File: config.mk
export PLATFORM = sky130hd
export DESIGN_NAME = rx_len_classifier
export DESIGN_NICKNAME = d
export VERILOG_FILES = /design/src/rtl/rxlc_pkg.sv /design/src/rtl/rxlc_cfg_regs.sv /design/src/rtl/rxlc_frame_track.sv /design/src/rtl/rxlc_delay_line.sv /design/src/rtl/rxlc_drop_gate.sv /design/src/rtl/rx_len_classifier.sv
export SDC_FILE = /design/constraint.sdc
export NUM_CORES = 1
export LEC_CHECK = 0
export BUFFER_PORTS_ARGS = -buffer_cell sky130_fd_sc_hd__buf_4
export CAP_MARGIN = 20
export CELL_PAD_IN_SITES_DETAIL_PLACEMENT = 0
export CELL_PAD_IN_SITES_GLOBAL_PLACEMENT = 2
export CORE_ASPECT_RATIO = 1.1
export CORE_MARGIN = 1.5
export CORE_UTILIZATION = 28
export CTS_CLUSTER_SIZE = 8
export DETAILED_ROUTE_END_ITERATION = 8
export PLACE_DENSITY = 0.56
export REMOVE_ABC_BUFFERS = 1
export SYNTH_ARGS = -nofsm -noshare
export SYNTH_HDL_FRONTEND = slang
export SYNTH_SLANG_ARGS = --single-unit
File: constraint.sdc
create_clock -name clk -period 6.4 [get_ports clk]
set_clock_uncertainty 0.05 [all_clocks]
set_input_delay 1.28 -clock clk [delete_from_list [all_inputs] [get_ports clk]]
set_output_delay 1.28 -clock clk [all_outputs]
set_load 0.01 [all_outputs]
File: src/rtl/rxlc_pkg.sv
package rxlc_pkg;

  localparam int BYTE_W      = 8;
  // byte positions in the frame, counted from 0 after the start delimiter
  localparam int TYPE_HI_IDX = 12;
  localparam int TYPE_LO_IDX = 13;
  localparam int OPC_HI_IDX  = 14;
  localparam int OPC_LO_IDX  = 15;
  // last byte that the forwarding decision depends on
  localparam int DEC_IDX     = OPC_LO_IDX;

  localparam logic [15:0] CTRL_ETYPE = 16'h8808;
  localparam logic [15:0] PAUSE_OPC  = 16'h0001;

  typedef struct packed {
    logic              vld;
    logic              sof;
    logic              eof;
    logic [BYTE_W-1:0] data;
  } rxlc_beat_t;

endpackage

File: src/rtl/rxlc_cfg_regs.sv
module rxlc_cfg_regs #(
  parameter int THR_W   = 5,
  parameter int THR_RST = 8
) (
  input  logic             clk,
  input  logic             rst_n,
  input  logic             cfg_wr,
  input  logic             cfg_addr,
  input  logic [THR_W-1:0] cfg_wdata,
  output logic [THR_W-1:0] thr_o,
  output logic             drop_en_o
);

  logic [THR_W-1:0] thr_q, thr_d;
  logic             en_q, en_d;
  logic             thr_we, en_we;

  assign thr_we = cfg_wr && !cfg_addr;
  assign en_we  = cfg_wr &&  cfg_addr;

  always_comb begin
    thr_d = thr_q;
    en_d  = en_q;
    if (thr_we) thr_d = cfg_wdata;
    if (en_we)  en_d  = cfg_wdata[0];
  end

  always_ff @(posedge clk or negedge rst_n) begin
    if (!rst_n) begin
      thr_q <= THR_W'(THR_RST);
      en_q  <= 1'b0;
    end else begin
      thr_q <= thr_d;
      en_q  <= en_d;
    end
  end

  assign thr_o     = thr_q;
  assign drop_en_o = en_q;

  AST_CFG_HOLDS: assert property (@(posedge clk) disable iff (!rst_n) !cfg_wr |=> ($stable(thr_q) && $stable(en_q)));

endmodule

File: src/rtl/rxlc_frame_track.sv
module rxlc_frame_track
  import rxlc_pkg::*;
#(
  parameter int LEN_W   = 8,
  parameter int THR_W   = 5,
  parameter int MIN_LEN = 64
) (
  input  logic              clk,
  input  logic              rst_n,
  input  logic              in_valid,
  input  logic              in_sof,
  input  logic              in_eof,
  input  logic [BYTE_W-1:0] in_data,
  input  logic [THR_W-1:0]  thr,
  input  logic              drop_en,
  output logic              flg_short,
  output logic              flg_runt,
  output logic              flg_ctrl,
  output logic              flg_pause,
  output logic              flg_discard,
  output logic              dec_push,
  output logic              dec_drop
);

  localparam logic [LEN_W-1:0] LEN_MAX = {LEN_W{1'b1}};
  localparam logic [LEN_W-1:0] MIN_L   = LEN_W'(MIN_LEN);
  localparam logic [LEN_W-1:0] I_THI   = LEN_W'(TYPE_HI_IDX);
  localparam logic [LEN_W-1:0] I_TLO   = LEN_W'(TYPE_LO_IDX);
  localparam logic [LEN_W-1:0] I_OHI   = LEN_W'(OPC_HI_IDX);
  localparam logic [LEN_W-1:0] I_OLO   = LEN_W'(OPC_LO_IDX);
  localparam logic [LEN_W-1:0] I_DEC   = LEN_W'(DEC_IDX);

  logic [LEN_W-1:0] cnt_q, cnt_d, idx, len_now, thr_ext;
  logic             thi_q, thi_d, ohi_q, ohi_d;
  logic             ctrl_q, ctrl_d, pause_q, pause_d;
  logic             ctrl_now, pause_now, eof_beat, flg_any;

  assign thr_ext  = LEN_W'(thr);
  assign eof_beat = in_valid && in_eof;

  // per-beat view: position of the present byte and length including it
  always_comb begin
    idx     = in_sof ? '0 : cnt_q;
    len_now = (idx == LEN_MAX) ? LEN_MAX : idx + 1'b1;

    ctrl_now = 1'b0;
    if (idx == I_TLO)     ctrl_now = thi_q && (in_data == CTRL_ETYPE[7:0]);
    else if (idx > I_TLO) ctrl_now = ctrl_q;

    pause_now = 1'b0;
    if (idx == I_OLO)     pause_now = ctrl_q && ohi_q && (in_data == PAUSE_OPC[7:0]);
    else if (idx > I_OLO) pause_now = pause_q;
  end

  // next-state
  always_comb begin
    cnt_d   = cnt_q;
    thi_d   = thi_q;
    ohi_d   = ohi_q;
    ctrl_d  = ctrl_q;
    pause_d = pause_q;
    if (in_valid) begin
      cnt_d   = len_now;
      ctrl_d  = ctrl_now;
      pause_d = pause_now;
      if (idx == I_THI) thi_d = (in_data == CTRL_ETYPE[15:8]);
      if (idx == I_OHI) ohi_d = (in_data == PAUSE_OPC[15:8]);
    end
  end

  always_ff @(posedge clk or negedge rst_n) begin
    if (!rst_n) begin
      cnt_q   <= '0;
      thi_q   <= 1'b0;
      ohi_q   <= 1'b0;
      ctrl_q  <= 1'b0;
      pause_q <= 1'b0;
    end else begin
      cnt_q   <= cnt_d;
      thi_q   <= thi_d;
      ohi_q   <= ohi_d;
      ctrl_q  <= ctrl_d;
      pause_q <= pause_d;
    end
  end

  // classification on the end-of-frame beat
  assign flg_short   = eof_beat && (len_now < thr_ext);
  assign flg_runt    = eof_beat && (len_now >= thr_ext) && (len_now < MIN_L);
  assign flg_ctrl    = eof_beat && ctrl_now;
  assign flg_pause   = eof_beat && pause_now;
  assign flg_discard = eof_beat && ctrl_now && !pause_now && drop_en;
  assign flg_any     = flg_short | flg_runt | flg_ctrl | flg_pause | flg_discard;

  // forwarding decision: once the opcode is complete, or at an earlier end
  assign dec_push = in_valid && ((idx == I_DEC) || (in_eof && (idx < I_DEC)));
  assign dec_drop = ctrl_now && !pause_now && drop_en;

  AST_INPUT_CONTIGUOUS: assert property (@(posedge clk) disable iff (!rst_n) (in_valid && !in_eof) |=> in_valid);
  AST_UNDERSIZE_EXCLUSIVE: assert property (@(posedge clk) disable iff (!rst_n) !(flg_short && flg_runt));
  AST_FLAGS_ON_EOF: assert property (@(posedge clk) disable iff (!rst_n) flg_any |-> (in_valid && in_eof));
  AST_PAUSE_IS_CTRL: assert property (@(posedge clk) disable iff (!rst_n) flg_pause |-> flg_ctrl);
  AST_LEN_SATURATES: assert property (@(posedge clk) disable iff (!rst_n) (in_valid && !in_sof && (cnt_q == LEN_MAX)) |=> (cnt_q == LEN_MAX));
  AST_LONG_NOT_UNDERSIZE: assert property (@(posedge clk) disable iff (!rst_n) (eof_beat && !in_sof && (cnt_q >= MIN_L)) |-> (!flg_short && !flg_runt));

endmodule

File: src/rtl/rxlc_delay_line.sv
module rxlc_delay_line
  import rxlc_pkg::*;
#(
  parameter int DEPTH = 16
) (
  input  logic       clk,
  input  logic       rst_n,
  input  rxlc_beat_t beat_i,
  output rxlc_beat_t beat_o
);

  localparam int W = $bits(rxlc_beat_t);

  logic [DEPTH-1:0][W-1:0] stage_q, stage_d;

  generate
    if (DEPTH == 1) begin : g_single
      always_comb stage_d = beat_i;
    end else begin : g_chain
      always_comb stage_d = {stage_q[DEPTH-2:0], beat_i};
    end
  endgenerate

  always_ff @(posedge clk or negedge rst_n) begin
    if (!rst_n) stage_q <= '0;
    else        stage_q <= stage_d;
  end

  assign beat_o = stage_q[DEPTH-1];

endmodule

File: src/rtl/rxlc_drop_gate.sv
module rxlc_drop_gate
  import rxlc_pkg::*;
#(
  parameter int DEPTH = 16
) (
  input  logic              clk,
  input  logic              rst_n,
  input  logic              dec_push,
  input  logic              dec_drop,
  input  rxlc_beat_t        tail_i,
  output logic              out_valid,
  output logic              out_sof,
  output logic              out_eof,
  output logic [BYTE_W-1:0] out_data
);

  localparam int AW = (DEPTH > 1) ? $clog2(DEPTH) : 1;
  localparam int CW = $clog2(DEPTH + 1);
  localparam logic [AW-1:0] LAST = AW'(DEPTH - 1);
  localparam logic [CW-1:0] FULL = CW'(DEPTH);

  logic [DEPTH-1:0] fifo_q, fifo_d;
  logic [AW-1:0]    wr_q, wr_d, rd_q, rd_d;
  logic [CW-1:0]    cnt_q, cnt_d;
  logic             hold_q, hold_d;
  logic             pop, drop_now;

  function automatic logic [AW-1:0] adv(input logic [AW-1:0] p);
    return (p == LAST) ? '0 : p + 1'b1;
  endfunction

  assign pop      = tail_i.vld && tail_i.sof;
  assign drop_now = pop ? fifo_q[rd_q] : hold_q;

  always_comb begin
    fifo_d = fifo_q;
    wr_d   = wr_q;
    rd_d   = rd_q;
    hold_d = hold_q;
    if (dec_push) begin
      fifo_d[wr_q] = dec_drop;
      wr_d         = adv(wr_q);
    end
    if (pop) begin
      rd_d   = adv(rd_q);
      hold_d = drop_now;
    end
    cnt_d = cnt_q + CW'(dec_push) - CW'(pop);
  end

  always_ff @(posedge clk or negedge rst_n) begin
    if (!rst_n) begin
      fifo_q <= '0;
      wr_q   <= '0;
      rd_q   <= '0;
      cnt_q  <= '0;
      hold_q <= 1'b0;
    end else begin
      fifo_q <= fifo_d;
      wr_q   <= wr_d;
      rd_q   <= rd_d;
      cnt_q  <= cnt_d;
      hold_q <= hold_d;
    end
  end

  assign out_valid = tail_i.vld && !drop_now;
  assign out_sof   = out_valid && tail_i.sof;
  assign out_eof   = out_valid && tail_i.eof;
  assign out_data  = out_valid ? tail_i.data : '0;

  AST_NO_OVERFLOW: assert property (@(posedge clk) disable iff (!rst_n) (dec_push && !pop) |-> (cnt_q != FULL));
  AST_NO_UNDERFLOW: assert property (@(posedge clk) disable iff (!rst_n) pop |-> (cnt_q != '0));
  AST_WHOLE_FRAME_OUT: assert property (@(posedge clk) disable iff (!rst_n) (out_valid && !out_eof) |=> out_valid);

endmodule

File: src/rtl/rx_len_classifier.sv
module rx_len_classifier
  import rxlc_pkg::*;
#(
  parameter int LEN_W   = 8,
  parameter int THR_W   = 5,
  parameter int THR_RST = 8,
  parameter int MIN_LEN = 64,
  parameter int DELAY   = 16
) (
  input  logic             clk,
  input  logic             rst_n,
  input  logic             cfg_wr,
  input  logic             cfg_addr,
  input  logic [THR_W-1:0] cfg_wdata,
  input  logic             in_valid,
  input  logic             in_sof,
  input  logic             in_eof,
  input  logic [7:0]       in_data,
  output logic             flag_short,
  output logic             flag_runt,
  output logic             flag_ctrl,
  output logic             flag_pause,
  output logic             flag_discard,
  output logic             out_valid,
  output logic             out_sof,
  output logic             out_eof,
  output logic [7:0]       out_data
);

  generate
    if (DELAY <= DEC_IDX) begin : g_bad_delay
      $error("DELAY must exceed the last decoded byte position");
    end
  endgenerate

  // reset: asserted at once, removed on a clock edge
  logic [1:0] rs_q, rs_d;
  logic       rst_sync_n;

  always_comb rs_d = {rs_q[0], 1'b1};

  always_ff @(posedge clk or negedge rst_n) begin
    if (!rst_n) rs_q <= '0;
    else        rs_q <= rs_d;
  end

  assign rst_sync_n = rs_q[1];

  logic [THR_W-1:0] thr;
  logic             drop_en, dec_push, dec_drop;
  rxlc_beat_t       head, tail;

  rxlc_cfg_regs #(.THR_W(THR_W), .THR_RST(THR_RST)) u_cfg (
    .clk       (clk),
    .rst_n     (rst_sync_n),
    .cfg_wr    (cfg_wr),
    .cfg_addr  (cfg_addr),
    .cfg_wdata (cfg_wdata),
    .thr_o     (thr),
    .drop_en_o (drop_en)
  );

  rxlc_frame_track #(.LEN_W(LEN_W), .THR_W(THR_W), .MIN_LEN(MIN_LEN)) u_track (
    .clk         (clk),
    .rst_n       (rst_sync_n),
    .in_valid    (in_valid),
    .in_sof      (in_sof),
    .in_eof      (in_eof),
    .in_data     (in_data),
    .thr         (thr),
    .drop_en     (drop_en),
    .flg_short   (flag_short),
    .flg_runt    (flag_runt),
    .flg_ctrl    (flag_ctrl),
    .flg_pause   (flag_pause),
    .flg_discard (flag_discard),
    .dec_push    (dec_push),
    .dec_drop    (dec_drop)
  );

  always_comb begin
    head.vld  = in_valid;
    head.sof  = in_valid && in_sof;
    head.eof  = in_valid && in_eof;
    head.data = in_data;
  end

  rxlc_delay_line #(.DEPTH(DELAY)) u_delay (
    .clk    (clk),
    .rst_n  (rst_sync_n),
    .beat_i (head),
    .beat_o (tail)
  );

  rxlc_drop_gate #(.DEPTH(DELAY)) u_gate (
    .clk       (clk),
    .rst_n     (rst_sync_n),
    .dec_push  (dec_push),
    .dec_drop  (dec_drop),
    .tail_i    (tail),
    .out_valid (out_valid),
    .out_sof   (out_sof),
    .out_eof   (out_eof),
    .out_data  (out_data)
  );

endmodule

* After elaboration in Yosys (flattened, before gate mapping)
Cells that the tools add are included.
** Storage, ports and cells
- Bits in registers :: 221
- Logic and storage cells :: 95
- Bits of input ports :: 20
- Output and inout port bits :: 16
** Operators by class
- Mux-type cells :: 15
- Equality and inequality tests :: 10
- Add/sub/neg operators :: 3
- Reduce and logical (&&, ||, !) cells :: 30
- $lt $le $gt $ge :: 9
** Operators with widths (number)
- equality test 8 x 4 -> 1 bit, second input constant :: 5
- two-way mux 8 bit :: 3
- logical AND 1 bit :: 23
- bitwise mux 16 bit :: 1
- equality test 8 bit, second input constant :: 2
- > comparator 8 x 4 -> 1 bit, second input constant :: 2
- less-than comparator 4 x 5 -> 1 bit, second input constant :: 2
- adder 4 x 1 -> 4 bit, second input constant :: 2
- adder 8 x 1 -> 8 bit, second input constant :: 1
- equality test 4 bit, second input constant :: 2
- equality test 8 x 1 -> 1 bit, second input constant :: 1
- >= comparator 8 x 5 -> 1 bit :: 1
- logical NOT 8 bit :: 1
- less-than comparator 8 x 4 -> 1 bit, second input constant :: 1
- less-than comparator 8 x 5 -> 1 bit :: 1
- less-than comparator 8 x 7 -> 1 bit, second input constant :: 1
- two-way mux 4 bit :: 2
- two-way mux 1 bit :: 7
- binary-select mux 1 bit (select 4 bit) :: 1
- demux 1 bit (select 4 bit) :: 1
- >= comparator 4 x 1 -> 1 bit, second input constant :: 1
- AND reduction 2 bit :: 2
- logical NOT 1 bit :: 3
- logical OR 1 bit :: 1

* Longest topological paths before layout
Gate-level depths: netlist of the first run.
- Depth in word-level cells :: 8
- Mapped depth :: 10
- Depth with buffers taken out :: 8

* By module
Synthesis of the first run repeated with hierarchy kept, for this count alone.
** Unflattened totals
- Cells, all modules :: 463
- Area total of the unflattened synthesis :: 7259.5 um2
** By module, submodules not included
- rxlc_delay_line :: cells an instance 176, sequential area each 4404.2 um2, area each 4404.2 um2, instances 1
- rxlc_drop_gate :: cells an instance 140, sequential area each 625.6 um2, area each 1485.2 um2, instances 1
- rxlc_frame_track :: cells an instance 128, sequential area each 300.3 um2, area each 1067.3 um2, instances 1
- rxlc_cfg_regs :: cells an instance 14, sequential area each 151.4 um2, area each 236.5 um2, instances 1
- rx_len_classifier :: cells an instance 5, sequential area each 50.0 um2, area each 66.3 um2, instances 1

* Worst setup path before layout of the first run
OpenSTA, ideal clock, no wires.
- Path kind :: in2out
- Start :: in in_sof
- End :: out flag_short
- Arrival :: 3.027 ns
- Stages on the path :: 10
- Data required time :: 5.070 ns
- Buffers on the path :: 2
- Slack :: 2.043 ns
- Cells stage by stage :: buf_4 -> and4b_1 -> buf_2 -> nand4_1 -> o21ai_0 -> ha_1 -> nor2b_1 -> o21ai_0 -> a21oi_1 -> nor3_1
** Between the ends
- Word-level cells in the longest chain between the ends :: 5
- Elaborated cells on any way between the ends :: 6
- Classes of those cells :: add/sub (1); order compare (1); eq/ne (1); mux (2); reduce/logical (1)
** Ends and longest elaborated chain
- start: declaration :: line rx_len_classifier.sv:16 : input logic in_sof,
- two-way mux 8 bit * :: line rxlc_frame_track.sv:43 : idx = in_sof ? '0 : cnt_q;
- adder 8 x 1 -> 8 bit or equality test 8 bit (tied branches) :: line rxlc_frame_track.sv:44 : len_now = (idx == LEN_MAX) ? LEN_MAX : idx + 1'b1;
- two-way mux 8 bit * :: line rxlc_frame_track.sv:44
- via u_track.len_now[1] :: line rxlc_frame_track.sv:33 : logic [LEN_W-1:0] cnt_q, cnt_d, idx, len_now, thr_ext;
- less-than comparator 8 x 5 -> 1 bit * :: line rxlc_frame_track.sv:88 : assign flg_short = eof_beat && (len_now < thr_ext);
- logical AND 1 bit * :: line rxlc_frame_track.sv:88
- end: declaration :: line rx_len_classifier.sv:19 : output logic flag_short,
The timed path passes the listed nets; every way through them passes the cells marked *.

* Worst setup path after layout of the first run
Ends and elaborated chain as after synthesis.

==> results of run 1 <==
[cell usage after synthesis, drive strengths merged (4+ instances only)]
cell | number | area (µm²)
a21oi | 15 | 86.3
buf | 7 | 43.8
clkbuf | 14 | 52.6
dfrtp | 220 | 5510
ha | 10 | 125
inv | 23 | 86.3
mux2 | 5 | 56.3
mux2i | 4 | 40.0
mux4 | 5 | 113
nand2 | 32 | 123
nand3 | 20 | 100
nand4 | 4 | 25.0
nor2 | 10 | 37.5
nor2b | 4 | 25.0
nor3 | 17 | 85.1
o21ai | 16 | 80.1
o221ai | 4 | 35.0
o31ai | 12 | 90.1
o41ai | 22 | 200
xnor2 | 5 | 43.8
[metal layers]
layer | track usage, % | vias up | part of all wire, %
met2 | 15.2 | 91 | 48
met3 | 2.08 | 23 | 5.3
met1 | 12.6 | 1961 | 44
met4 | 2.99 | 0 | 2.1
met5 | 0 | - | 0
li1 | - | 1815 | -
[final timing paths]
path	startpoint	endpoint	slack, ps	cells after the start
min in group asynchronous	rs_q[1]$_DFF_PN0_	u_delay.stage_d[27]$_DFF_PN0_	390	0
max in group asynchronous	rs_q[1]$_DFF_PN0_	u_delay.stage_d[55]$_DFF_PN0_	4650	1
hold / removal	u_delay.stage_d[132]$_DFF_PN0_	u_delay.stage_d[143]$_DFF_PN0_	290	0
setup / recovery	in_sof	flag_short	1720	10
setup reg to reg	u_track.cnt_q[1]$_DFFE_PN0P_	u_gate.fifo_q[9]$_DFFE_PN0P_	3970	4
hold reg to reg	u_delay.stage_d[132]$_DFF_PN0_	u_delay.stage_d[143]$_DFF_PN0_	290	0
[sequential cells by signal, indices dropped and copies added, names as in the netlist]
name             cells
u_gate.fifo_q       16
u_cfg.drop_en_o      1
u_track.ctrl_q       1
u_track.pause_q      1
u_track.thi_q        1
u_gate.rd_q          4
u_delay.stage_d    165
u_gate.wr_q          4
rs_q                 2
u_delay.beat_o      11
u_gate.hold_q        1
u_cfg.thr_o          5
u_track.cnt_q        8
u_track.ohi_q        1
[logic make-up after synthesis]
| family | after synthesis |
|---|---|
| buffers and inverters | 44 |
| and+or+nand+nor | 106 |
| other | 1 |
| adders and majority gates | 10 |
| xor gates and xnor gates | 5 |
| DFF | 221 |
| muxes | 14 |
| AOI/OAI and AO/OA | 84 |
[cell type report]
type                    count  area, µm²  share of cell area [%]
well taps                 346        433                    4.93
repair buffers             39        303                    3.45
flip-flops and latches    221       5540                    63.0
inverters                  23       86.3                   0.983
multi-input cells         220       1590                    18.2
clock buffers              45        828                    9.43
[worst max-delay path: stages]
cell	delay, ps
buf_4	180
and4b_1	440
nand4_1	220
o21ai_0	160
ha_1	270
nor2b_1	130
o21ai_0	210
a21oi_1	100
nor3_1	200
buf_4	150
[power by group through the flow]
stage | logic, mW | clock network [mW] | registers (mW)
floorplan | 0.226 | 0 | 1.62
global placement | 0.329 | 0 | 1.63
detailed placement | 0.339 | 0 | 1.64
CTS | 0.341 | 1.44 | 1.62
global route | 0.378 | 1.50 | 1.63
finish | 0.335 | 1.39 | 1.61
[stage by stage]
step	util, %	setup TNS [ps]	power (mW)
2_1_floorplan	-	-57310	1.84
3_3_place_gp	31.1	0	1.96
3_5_place_dp	31.2	0	1.98
4_1_cts	34.4	0	3.40
5_1_grt	34.4	0	3.51
6_report	34.4	0	3.33
==> out/qor.csv, run 1 <==
metric;value;unit
setup_violations;0;
syn2layout_area_growth;20.1;%
slew_violations;0;
ys_types;55;
synth_compound_area_share;8.89;%
grt_usage;9.40;%
rows;61;
wirelength;11.9;mm
dp_hpwl;7.25;mm
synthXorXnorAreaFrac;0.599;%
rsz0062_at_grt;no;
cts-htree-levels;1;
worstSetupEndpointType;output port;
setup_ws;1720;ps
setup.worst_path.class;in2out;
final_common_cell;dfrtp_1;
dieArea;27100;µm²
core_area;25500;µm²
internal-power;2.52;mW
ys_warn_count;0;
synthFlopType;dfrtp_1;
pwr-share-seq;48.4;%
synth_edf_count;0;
cp.arrival;3350;ps
syn_area_per_cell;15.1;µm²
clkPwrFrac;41.6;%
critPathLaunchType;input port;
relSlewSlack;39.6;%
cts_resized;0;
switching_share;24.4;%
period_needed;4680;ps
netSwitchingPower;813;µW
grt_antenna_before_repair;0;
dp.cells;849;
stdcell_count;894;
synth_top_family_by_area;compound AO/OA/AOI/OAI gates;
cts_setup_buffers;0;
drive_gt1_share;17.2;%
ant_nets;0;
clk_pin_slew_worst_paths;50;ps
synthSimpleGateAreaFrac;7.70;%
cts_tree;built;
whs;293;ps
holdCritPathClass;reg2reg;
gp_congestion;0.753;
p_per_area;380;nW/µm²
synth_seq_cells;221;
finalHoldViolCount;0;
syn-cell-area;7310;µm²
pwr-share-comb;10.0;%
p_leak;3.91;nW
io_buffers;35;
synthAdderAreaFrac;1.71;%
grt_max_degree;153;
start_util;28.7;%
cap_violations;0;
synth_cells;485;
grt_pass1_wl;20.4;mm
required;5070;ps
synthArstFlopShare;100;%
layout_common_cells;dfrtp_1, buf_4, nand2_1, clkbuf_16, inv_1;
timing.final.crit_share;73.2;%
drtIter0Drc;196;
drc;0;
die_h;172;µm
clk_latency;520;ps
postLayoutCellArea;8780;µm²
clock-sinks;221;
peakVddDrop;0.000197;V
fmax;213;MHz
cts-root-buf;clkbuf_16;
place_ws;1690;ps
status;completed;
nFillCells;2515;
worstMarginPinSlew;904;ps
grt_pass1_vias;4039;
routedWlPerCell;13.4;µm
die_w;157;µm
layout.nets;566;
worst-path-max-fanout;19;
ios;36;
drt-pass1-iter-count;4;
n_antenna_cell;0;
place_area;7950;µm²
cts_made_buffers;31;
yosysSeqAreaShare;75.7;%
cts_max_path_buffers;3;
synth_mux_area_share;2.86;%
via_count;3890;
viasPerCell;4.35;
overflow;0;
ctsHoldBuffers;0;
Power figures use the tool's default switching activity.
==> inputs of run 2 (changes only) <==
Settings changed: PLACE_DENSITY 0.56 to 0.54.
Clock period 6.4 ns to 4.83 ns, I/O delays scaled along.
==> run 2 against run 1 <==
Effect of this change:
- clock power increased by 35%
- cell area grew 0.37%
- die area unchanged
- worst setup slack worse by 970 ps
- utilization is 0.13 points higher
- critical path depth did not move
- first-iteration DRC count fell by 17%
- count of clock-buffer cells in the layout is 2 lower
- register-to-register slack lost 1500 ps
- flip-flop and latch count did not move
- sequential power is 33% higher
==> out/qor.csv, run 2 (synthesized netlist as in run 1, its figures left out) <==
metric;value;unit
overflow;0;
use_met3;2.33;%
setup.worst_path.class;in2out;
die_h;172;µm
cts-root-buf;clkbuf_16;
layout.nets;567;
gp_congestion;0.723;
ios;36;
worstReg2RegStart;u_track.cnt_q[6]$_DFFE_PN0P_;
cts_tree;built;
rsz0062_at_grt;no;
nFillCells;2504;
grt_pass1_wl;20.9;mm
p_leak;3.93;nW
busiest_layer;met2;
ctsHoldBuffers;0;
worst-path-max-fanout;19;
critPathLaunchType;input port;
cts_setup_buffers;0;
syn2layout_area_growth;20.6;%
gr-usage-met2;15.9;%
cap_violations;0;
period_needed;4080;ps
post-route-util;34.6;%
endpoint;flag_runt;
cts_made_buffers;31;
timing.final.crit_share;84.5;%
viasPerCell;4.34;
grt_max_degree;165;
clk_pin_slew_worst_paths;50;ps
grt_usage;9.69;%
clock-sinks;221;
drc;0;
tns;0;ps
holdCritPathClass;in2async;
drt-pass1-iter-count;4;
io_buffers;35;
reg2regPathDepth;4;
n_antenna_cell;0;
layout_common_cells;dfrtp_1, buf_4, nand2_1, clkbuf_16, inv_1;
cts-htree-levels;1;
p_per_area;507;nW/µm²
grt_pass1_vias;4110;
slew_violations;0;
start_util;28.7;%
dp_hpwl;7.35;mm
dieArea;27100;µm²
status;completed;
place_ws;752;ps
routedWlPerCell;13.7;µm
fmax;245;MHz
cp.arrival;3070;ps
total_power;4.46;mW
via_count;3879;
worstSetupEndpointType;output port;
cts_max_path_buffers;3;
reg2reg_to;u_gate.fifo_q[9]$_DFFE_PN0P_;
met1_usage;12.6;%
worstMarginPinSlew;904;ps
core_area;25500;µm²
relSlewSlack;39.7;%
setup_ws;748;ps
drtIter0Drc;162;
die_w;157;µm
r2r_slack;2510;ps
crit_start;in_sof;
ant_nets;0;
grt_antenna_before_repair;0;
peakVddDrop;0.000312;V
cts_resized;0;
wirelength;12.2;mm
final_common_cell;dfrtp_1;
largest_register_ffs;165;
rows;61;
finalHoldViolCount;0;
setup_violations;0;
clk_latency;530;ps
drive_gt1_share;17.7;%
required;3810;ps
==> run 2: metal layers <==
layer / vias up / wire [µm]
met4: 0 / 238
li1: 1808 / -
met2: 102 / 5880
met1: 1947 / 5410
met3: 22 / 699
met5: - / 0
==> run 2: layout make-up <==
type | count | area (µm²) | share of cell area, %
sequential | 221 | 5540 | 62.8
multi-input combinational | 220 | 1590 | 18.1
clock buffer | 43 | 831 | 9.43
tap | 346 | 433 | 4.91
timing repair buffer | 40 | 313 | 3.55
inverter | 23 | 86.3 | 0.980
clock inverter | 1 | 20.0 | 0.227
==> run 2: worst max-delay path: stages <==
cell     delay (ps)
buf_4           180
and4b_1         440
nand4_1         240
o21ai_0         170
ha_1            270
nor2b_1         130
o21ai_0         200
a31oi_1         120
o21ba_2         200
buf_4           130
==> run 2: how the worst min path moves through the flow <==
stage / from / to / slack [ps]
2_1_floorplan: rs_q[0]$_DFF_PN0_ / rs_q[1]$_DFF_PN0_ / 280
3_3_place_gp: u_delay.stage_d[146]$_DFF_PN0_ / u_delay.stage_d[157]$_DFF_PN0_ / 280
3_5_place_dp: u_delay.stage_d[167]$_DFF_PN0_ / u_delay.beat_o[2]$_DFF_PN0_ / 280
4_1_cts: rst_n / rs_q[0]$_DFF_PN0_ / 130
5_1_grt: rst_n / rs_q[0]$_DFF_PN0_ / 130
6_report: rst_n / rs_q[0]$_DFF_PN0_ / 160
==> run 2: report_power, final <==
part	switching [mW]	internal, mW
clock	0.707	1.17
combinational	0.256	0.194
sequential	0.140	2.00
==> run 2: metrics by stage <==
step / cells / hold WS [ps] / instance area (µm²)
after floorplan: 464 / 281 / 7210
final: 894 / 162 / 8810
after global routing: 894 / 126 / 8810
after global placement: 849 / 281 / 7950
after detailed placement: 850 / 285 / 7960
after CTS: 894 / 132 / 8810
